===== src/rtl/mw_eeprom_pkg.sv =====
package mw_eeprom_pkg;
  // Control register field positions
  localparam int F_SCK  = 0;
  localparam int F_SEL  = 1;
  localparam int F_SDI  = 2;
  localparam int F_SDO  = 3;
  localparam int F_REQ  = 4;
  localparam int F_GNT  = 5;
  localparam int F_PRES = 6;
  localparam int F_WEN0 = 8;
  localparam int F_WEN1 = 9;

  localparam logic [2:0] OPC_READ = 3'b110;

  // Reset image word for index idx
  function automatic logic [31:0] img_word(input int idx, input logic [31:0] seed);
    logic [31:0] prod;
    prod = 32'(idx) * 32'h0000_0F1D;
    return seed ^ prod;
  endfunction
endpackage


===== src/rtl/mw_reg_latch.sv =====
module mw_reg_latch
  import mw_eeprom_pkg::*;
#(
  parameter int REG_W = 32
) (
  input  logic             clk,
  input  logic             rst_n,
  input  logic             wr_en,
  input  logic [REG_W-1:0] wr_data,
  output logic [REG_W-1:0] ctl_q,
  output logic             act,
  output logic             sel_rise,
  output logic             sck_rise,
  output logic             sck_fall
);
  localparam logic [REG_W-1:0] KEEP_MASK =
    (REG_W'(1) << F_SCK) | (REG_W'(1) << F_SEL) | (REG_W'(1) << F_SDI) |
    (REG_W'(1) << F_REQ) | (REG_W'(1) << F_WEN0) | (REG_W'(1) << F_WEN1);

  logic [REG_W-1:0] ctl_d;
  logic             sck_chg;

  always_comb begin
    ctl_d    = wr_en ? (wr_data & KEEP_MASK) : ctl_q;
    act      = wr_en & wr_data[F_SEL];
    sel_rise = act & ~ctl_q[F_SEL];
    sck_chg  = wr_data[F_SCK] ^ ctl_q[F_SCK];
    sck_rise = act & sck_chg & wr_data[F_SCK];
    sck_fall = act & sck_chg & ~wr_data[F_SCK];
  end

  always_ff @(posedge clk or negedge rst_n) begin
    if (!rst_n) ctl_q <= '0;
    else        ctl_q <= ctl_d;
  end
endmodule


===== src/rtl/mw_serial_seq.sv =====
module mw_serial_seq
  import mw_eeprom_pkg::*;
#(
  parameter int ADDR_W = 6,
  parameter int BIT_W  = 4,
  parameter int CNT_W  = 16,
  localparam int CUR_W    = ADDR_W + BIT_W,
  localparam int CMD_BITS = ADDR_W + 3
) (
  input  logic                clk,
  input  logic                rst_n,
  input  logic                act,
  input  logic                sel_rise,
  input  logic                sck_rise,
  input  logic                sck_fall,
  input  logic                sdi,
  output logic [CUR_W-1:0]    cursor_q,
  output logic                reading_q,
  output logic [CNT_W-1:0]    cnt_q,
  output logic [CMD_BITS-1:0] shift_q
);
  logic [CUR_W-1:0]    cursor_b, cursor_d;
  logic                reading_b, reading_d;
  logic [CNT_W-1:0]    cnt_b, cnt_d;
  logic [CMD_BITS-1:0] shift_b, shift_d;

  always_comb begin
    // state after a possible select-rise clear
    cursor_b  = sel_rise ? '0   : cursor_q;
    reading_b = sel_rise ? 1'b0 : reading_q;
    cnt_b     = sel_rise ? '0   : cnt_q;
    shift_b   = sel_rise ? '0   : shift_q;

    cursor_d  = cursor_b;
    reading_d = reading_b;
    cnt_d     = cnt_b;
    shift_d   = shift_b;

    if (sck_fall) begin
      cursor_d = cursor_b + CUR_W'(1);
    end else if (sck_rise) begin
      shift_d = {shift_b[CMD_BITS-2:0], sdi};
      cnt_d   = cnt_b + CNT_W'(1);
      if (cnt_d == CNT_W'(CMD_BITS) && !reading_b) begin
        cursor_d  = CUR_W'({shift_d[ADDR_W-1:0], {BIT_W{1'b0}}}) - CUR_W'(1);
        reading_d = (shift_d[CMD_BITS-1:ADDR_W] == OPC_READ);
      end
    end
  end

  always_ff @(posedge clk or negedge rst_n) begin
    if (!rst_n) begin
      cursor_q  <= '0;
      reading_q <= 1'b0;
      cnt_q     <= '0;
      shift_q   <= '0;
    end else if (act) begin
      cursor_q  <= cursor_d;
      reading_q <= reading_d;
      cnt_q     <= cnt_d;
      shift_q   <= shift_d;
    end
  end
endmodule


===== src/rtl/mw_word_store.sv =====
module mw_word_store
  import mw_eeprom_pkg::*;
#(
  parameter int          ADDR_W   = 6,
  parameter int          WORD_W   = 16,
  parameter logic [31:0] IMG_SEED = 32'h0000_A5C3,
  localparam int DEPTH = 1 << ADDR_W
) (
  input  logic              clk,
  input  logic              rst_n,
  input  logic              ld_en,
  input  logic [ADDR_W-1:0] ld_addr,
  input  logic [WORD_W-1:0] ld_data,
  input  logic [ADDR_W-1:0] rd_addr,
  output logic [WORD_W-1:0] rd_word
);
  logic [WORD_W-1:0] mem_q [DEPTH];

  always_ff @(posedge clk or negedge rst_n) begin
    if (!rst_n) begin
      for (int i = 0; i < DEPTH; i++) begin
        mem_q[i] <= WORD_W'(img_word(i, IMG_SEED));
      end
    end else if (ld_en) begin
      mem_q[ld_addr] <= ld_data;
    end
  end

  assign rd_word = mem_q[rd_addr];
endmodule


===== src/rtl/mw_eeprom_resp.sv =====
module mw_eeprom_resp
  import mw_eeprom_pkg::*;
#(
  parameter int          ADDR_W   = 6,
  parameter int          WORD_W   = 16,
  parameter int          REG_W    = 32,
  parameter int          CNT_W    = 16,
  parameter logic [31:0] IMG_SEED = 32'h0000_A5C3
) (
  input  logic              clk,
  input  logic              rst_n,
  input  logic              wr_en,
  input  logic [REG_W-1:0]  wr_data,
  output logic [REG_W-1:0]  rd_data,
  input  logic              ld_en,
  input  logic [ADDR_W-1:0] ld_addr,
  input  logic [WORD_W-1:0] ld_data
);
  localparam int BIT_W    = $clog2(WORD_W);
  localparam int CUR_W    = ADDR_W + BIT_W;
  localparam int CMD_BITS = ADDR_W + 3;
  localparam logic [BIT_W-1:0] TOP_BIT = BIT_W'(WORD_W - 1);

  // reset: asserted asynchronously, released on a clock edge
  logic [1:0] rst_pipe_q;
  logic       rst_sync_n;
  always_ff @(posedge clk or negedge rst_n) begin
    if (!rst_n) rst_pipe_q <= 2'b00;
    else        rst_pipe_q <= {rst_pipe_q[0], 1'b1};
  end
  assign rst_sync_n = rst_pipe_q[1];

  logic [REG_W-1:0]    ctl_q;
  logic                act, sel_rise, sck_rise, sck_fall;
  logic [CUR_W-1:0]    cursor_q;
  logic                reading_q;
  logic [CNT_W-1:0]    cnt_q;
  logic [CMD_BITS-1:0] shift_q;
  logic [WORD_W-1:0]   cur_word;
  logic                sdo;

  mw_reg_latch #(.REG_W(REG_W)) u_latch (
    .clk(clk), .rst_n(rst_sync_n), .wr_en(wr_en), .wr_data(wr_data),
    .ctl_q(ctl_q), .act(act), .sel_rise(sel_rise),
    .sck_rise(sck_rise), .sck_fall(sck_fall)
  );

  mw_serial_seq #(.ADDR_W(ADDR_W), .BIT_W(BIT_W), .CNT_W(CNT_W)) u_seq (
    .clk(clk), .rst_n(rst_sync_n), .act(act), .sel_rise(sel_rise),
    .sck_rise(sck_rise), .sck_fall(sck_fall), .sdi(wr_data[F_SDI]),
    .cursor_q(cursor_q), .reading_q(reading_q), .cnt_q(cnt_q), .shift_q(shift_q)
  );

  mw_word_store #(.ADDR_W(ADDR_W), .WORD_W(WORD_W), .IMG_SEED(IMG_SEED)) u_store (
    .clk(clk), .rst_n(rst_sync_n), .ld_en(ld_en), .ld_addr(ld_addr),
    .ld_data(ld_data), .rd_addr(cursor_q[CUR_W-1:BIT_W]), .rd_word(cur_word)
  );

  always_comb begin
    sdo     = ~reading_q | cur_word[TOP_BIT - cursor_q[BIT_W-1:0]];
    rd_data = ctl_q;
    rd_data[F_GNT]  = 1'b1;
    rd_data[F_PRES] = 1'b1;
    rd_data[F_SDO]  = sdo;
  end
endmodule


===== config.mk =====
export PLATFORM = sky130hd
export DESIGN_NAME = mw_eeprom_resp
export DESIGN_NICKNAME = d
export VERILOG_FILES = /design/src/rtl/mw_eeprom_pkg.sv /design/src/rtl/mw_reg_latch.sv /design/src/rtl/mw_serial_seq.sv /design/src/rtl/mw_word_store.sv /design/src/rtl/mw_eeprom_resp.sv
export SDC_FILE = /design/constraint.sdc
export NUM_CORES = 1
export LEC_CHECK = 0
export ABC_AREA = 0
export ABC_CLOCK_PERIOD_IN_PS = 84700
export BUFFER_PORTS_ARGS = -buffer_cell sky130_fd_sc_hd__buf_2
export CAP_MARGIN = 10
export CELL_PAD_IN_SITES_DETAIL_PLACEMENT = 1
export CELL_PAD_IN_SITES_GLOBAL_PLACEMENT = 1
export CORE_MARGIN = 4
export CORE_UTILIZATION = 50
export DETAILED_ROUTE_END_ITERATION = 12
export GPL_TIMING_DRIVEN = 1
export PLACE_DENSITY_LB_ADDON = 0.05
export SYNTH_ARGS = -nofsm -noshare
export SYNTH_HDL_FRONTEND = slang
export SYNTH_SLANG_ARGS = --single-unit
export TNS_END_PERCENT = 20

===== constraint.sdc =====
create_clock -name clk -period 84.7 [get_ports clk]
set_input_delay 16.94 -clock clk [delete_from_list [all_inputs] [get_ports clk]]
set_output_delay 16.94 -clock clk [all_outputs]
set_load 0.05 [all_outputs]

==> results.json <==
{
  "synthCells": 3357,
  "syn_area_um2": 50300,
  "met3_usage_pct": 3.297,
  "gr-usage-met2_pct": 45.99,
  "clk_path_buf_depth": 3,
  "drc": 0,
  "start_kind": "flip-flop",
  "fin_crit_ns": 23.05,
  "min_path_cells": 0,
  "crit_type": "reg2out",
  "io_pins": 90,
  "ff2ff_path_depth": 4,
  "cts_root_buf": "clkbuf_16",
  "track_usage_pct": 26.77,
  "synth_cell_type_count": 76,
  "synth_flop_cell": "dfrtp_1",
  "hold_start": "rst_pipe_q[0]",
  "r2r_end": "u_seq.cursor_q[4]",
  "port_buffers": 38,
  "overflow": 0,
  "floorplan.initialDensity_pct": 50.30,
  "leakagePower_nw": 22.86,
  "cts.sinks": 1067,
  "synth-edff-count": 0,
  "antenna_found_initial": 11,
  "worstPathArrival_ns": 6.11,
  "drive_above_1_share_pct": 63.49,
  "nets": 3354,
  "holdPathEnd": "rst_pipe_q[1]",
  "synth-seq-cells": 1067,
  "max_freq_ghz": 0.04339,
  "busiest_layer": "met2",
  "worst_pin_slew_ns": 1.313,
  "yosysSeqAreaShare_pct": 54.38,
  "cellPowerDensity_nw_per_um2": 23.82,
  "rsz0062_at_grt": "false",
  "dieArea_um2": 105700,
  "met1_usage_pct": 35.92,
  "slew_headroom_pct": 12.48,
  "via_per_inst": 6.247,
  "final_cells": 4699,
  "endpoint_kind": "primary output",
  "cp_data_required_time_ns": 67.76,
  "drv_cap": 0,
  "hpwl_um": 84780,
  "synthToLayoutAreaGrowth_pct": 10.38,
  "cts_made_buffers": 118,
  "setup_viol": 0,
  "cts_htree_levels": 3,
  "dp_cells": 4470,
  "die_x_um": 325.2,
  "clkTransAtPathRegs_ns": 0.06,
  "insertion_delay_ns": 0.70,
  "drt_wl_total_um": 141600,
  "avgSynthCellArea_um2": 14.98,
  "finClkSkew_ns": 0.02012,
  "grt_pass1_wl_um": 214500,
  "cts_tree": "built",
  "grt_pass1_vias": 32720,
  "final_hold_viol_count": 0,
  "grt_max_degree": 183,
  "ys_top_cells_by_area": "dfstp_2, dfrtp_1, mux2_2",
  "core-area_um2": 100000,
  "finalSetupTns_ns": 0,
  "final_area_um2": 55520,
  "final_util_pct": 55.52,
  "place.gp.congestion": 0.8199,
  "firstDrtPassIters": 5,
  "regToRegSetupSlack_ns": 80.07,
  "drt_iter0_drc": 1764,
  "ant_nets": 0,
  "status": "complete, no violations",
  "r2r_start": "rst_pipe_q[1]",
  "routedWlPerCell_um": 30.14,
  "vias": 29350,
  "async_flop_share_pct": 100.0,
  "core.rowCount": 116,
  "synthDominantCellAreaShare_pct": 27.27,
  "hp-class": "reg2reg",
  "yosysWarningCount": 0,
  "die_y_um": 325.2,
  "cts_hold_buf": 0,
  "dpl_cell_area_um2": 51480,
  "ir_drop_mv": 0.01561,
  "synth_top_area_cell": "dfstp_2",
  "cp_max_fo": 45,
  "post_cts_resized": 0,
  "post-cts-setup-buffers": 0,
  "finalCritPeriodShare_pct": 27.21,
  "final_max_slew_viol_count": 0
}
[flip-flops by register name, summed over array words and instances (netlist names)]
name and cells:
rst_pipe_q 2, u_seq.shift_q 8, u_seq.cnt_q 16, u_store.mem_q 1024, u_seq.reading_q 1, u_seq.cursor_q 10
u_latch.ctl_q 6
[critical path, cell delays in order, from the launching register on]
cell	delay, ns
dfrtp_4	1.04
buf_4	0.80
buf_4	0.69
mux4_2	0.60
mux2i_1	0.39
nor2_1	0.09
a311oi_1	0.68
nand4_1	0.20
a221oi_2	0.27
o221ai_1	0.28
buf_2	0.30
[worst max path at each step]
stage,to,startpoint
after floorplan,u_latch.ctl_q[0],rst_pipe_q[1]
after global placement,rd_data[3],u_seq.cursor_q[4]
after detailed placement,rd_data[3],u_seq.cursor_q[4]
after CTS,rd_data[3],u_seq.cursor_q[4]
after global routing,rd_data[3],u_seq.cursor_q[4]
final,rd_data[3],u_seq.cursor_q[4]
[cell type report]
type | instances | area, µm²
antenna | 5 | 12.51
clock buffer | 183 | 3542
clock inverter | 41 | 488.0
fill | 9177 | 44480
inverter | 8 | 30.03
multi-input combinational | 1972 | 21550
sequential | 1067 | 27370
tap | 1298 | 1624
timing repair buffer | 125 | 905.9
[kinds of logic after synthesis]
family | synth area share [%]
DFF | 54.38
other | 0.01493
AOI/OAI and AO/OA | 2.840
xor gates and xnor gates | 0.3308
adders and majority gates | 0.09949
muxes | 35.96
buffers and inverters | 3.169
and+or+nand+nor | 3.211
[cells in the mapped netlist, drive strengths merged, types with 3 or more instances]
master	count
clkbuf	224
nand4b	3
a31oi	8
xnor2	9
o21ai	39
mux2i	123
or4	3
mux4	227
nand3b	9
ha	4
nand2	88
mux2	1042
nor2b	16
a221oi	6
or3	7
a22oi	53
nor4	5
nor3b	4
o211ai	6
dfstp	522
nand4	20
xor2	10
buf	110
and2	11
a22o	12
nor2	85
a21oi	27
a2111oi	3
nand2b	8
and3	8
and4	3
a21o	6
nand3	32
dfrtp	545
inv	7
a211oi	7
o22ai	14
nor3	16
[placed cells by master (no fill, tap or decap), types with 36 or more instances in the layout]
cell type	n
o21ai_0	38
nand2_1	88
dfrtp_1	540
nor2_1	49
buf_4	82
clkbuf_16	122
dfstp_2	522
buf_2	38
mux2i_1	123
a22oi_1	53
nor2_2	36
mux2_2	1042
mux4_2	224
[power breakdown]
group,total [W],internal (W),switching [W]
Sequential,0.000640,0.000602,0.0000381
Combinational,0.000157,0.0000810,0.0000761
Clock,0.000526,0.000317,0.000209
Total,0.00132,0.000999,0.000323
[stage by stage]
step / setup WS, ns / total power [W] / hold slack (ns)
2_1_floorplan: 53.67 / 0.0007528 / 0.3312
3_3_place_gp: 62.32 / 0.0007865 / 0.3335
3_5_place_dp: 62.28 / 0.0008047 / 0.3358
4_1_cts: 61.51 / 0.001337 / 0.3495
5_1_grt: 61.39 / 0.001380 / 0.3522
6_report: 61.65 / 0.001323 / 0.3482
[per-layer routing]
layer  part of all wire (%)  vias to the layer above
met5                      0                        -
met1                     43                    16280
li1                       -                    12240
met2                     50                      643
met4                    2.7                        0
met3                    3.9                      196
(Power assumes the default switching activity.)
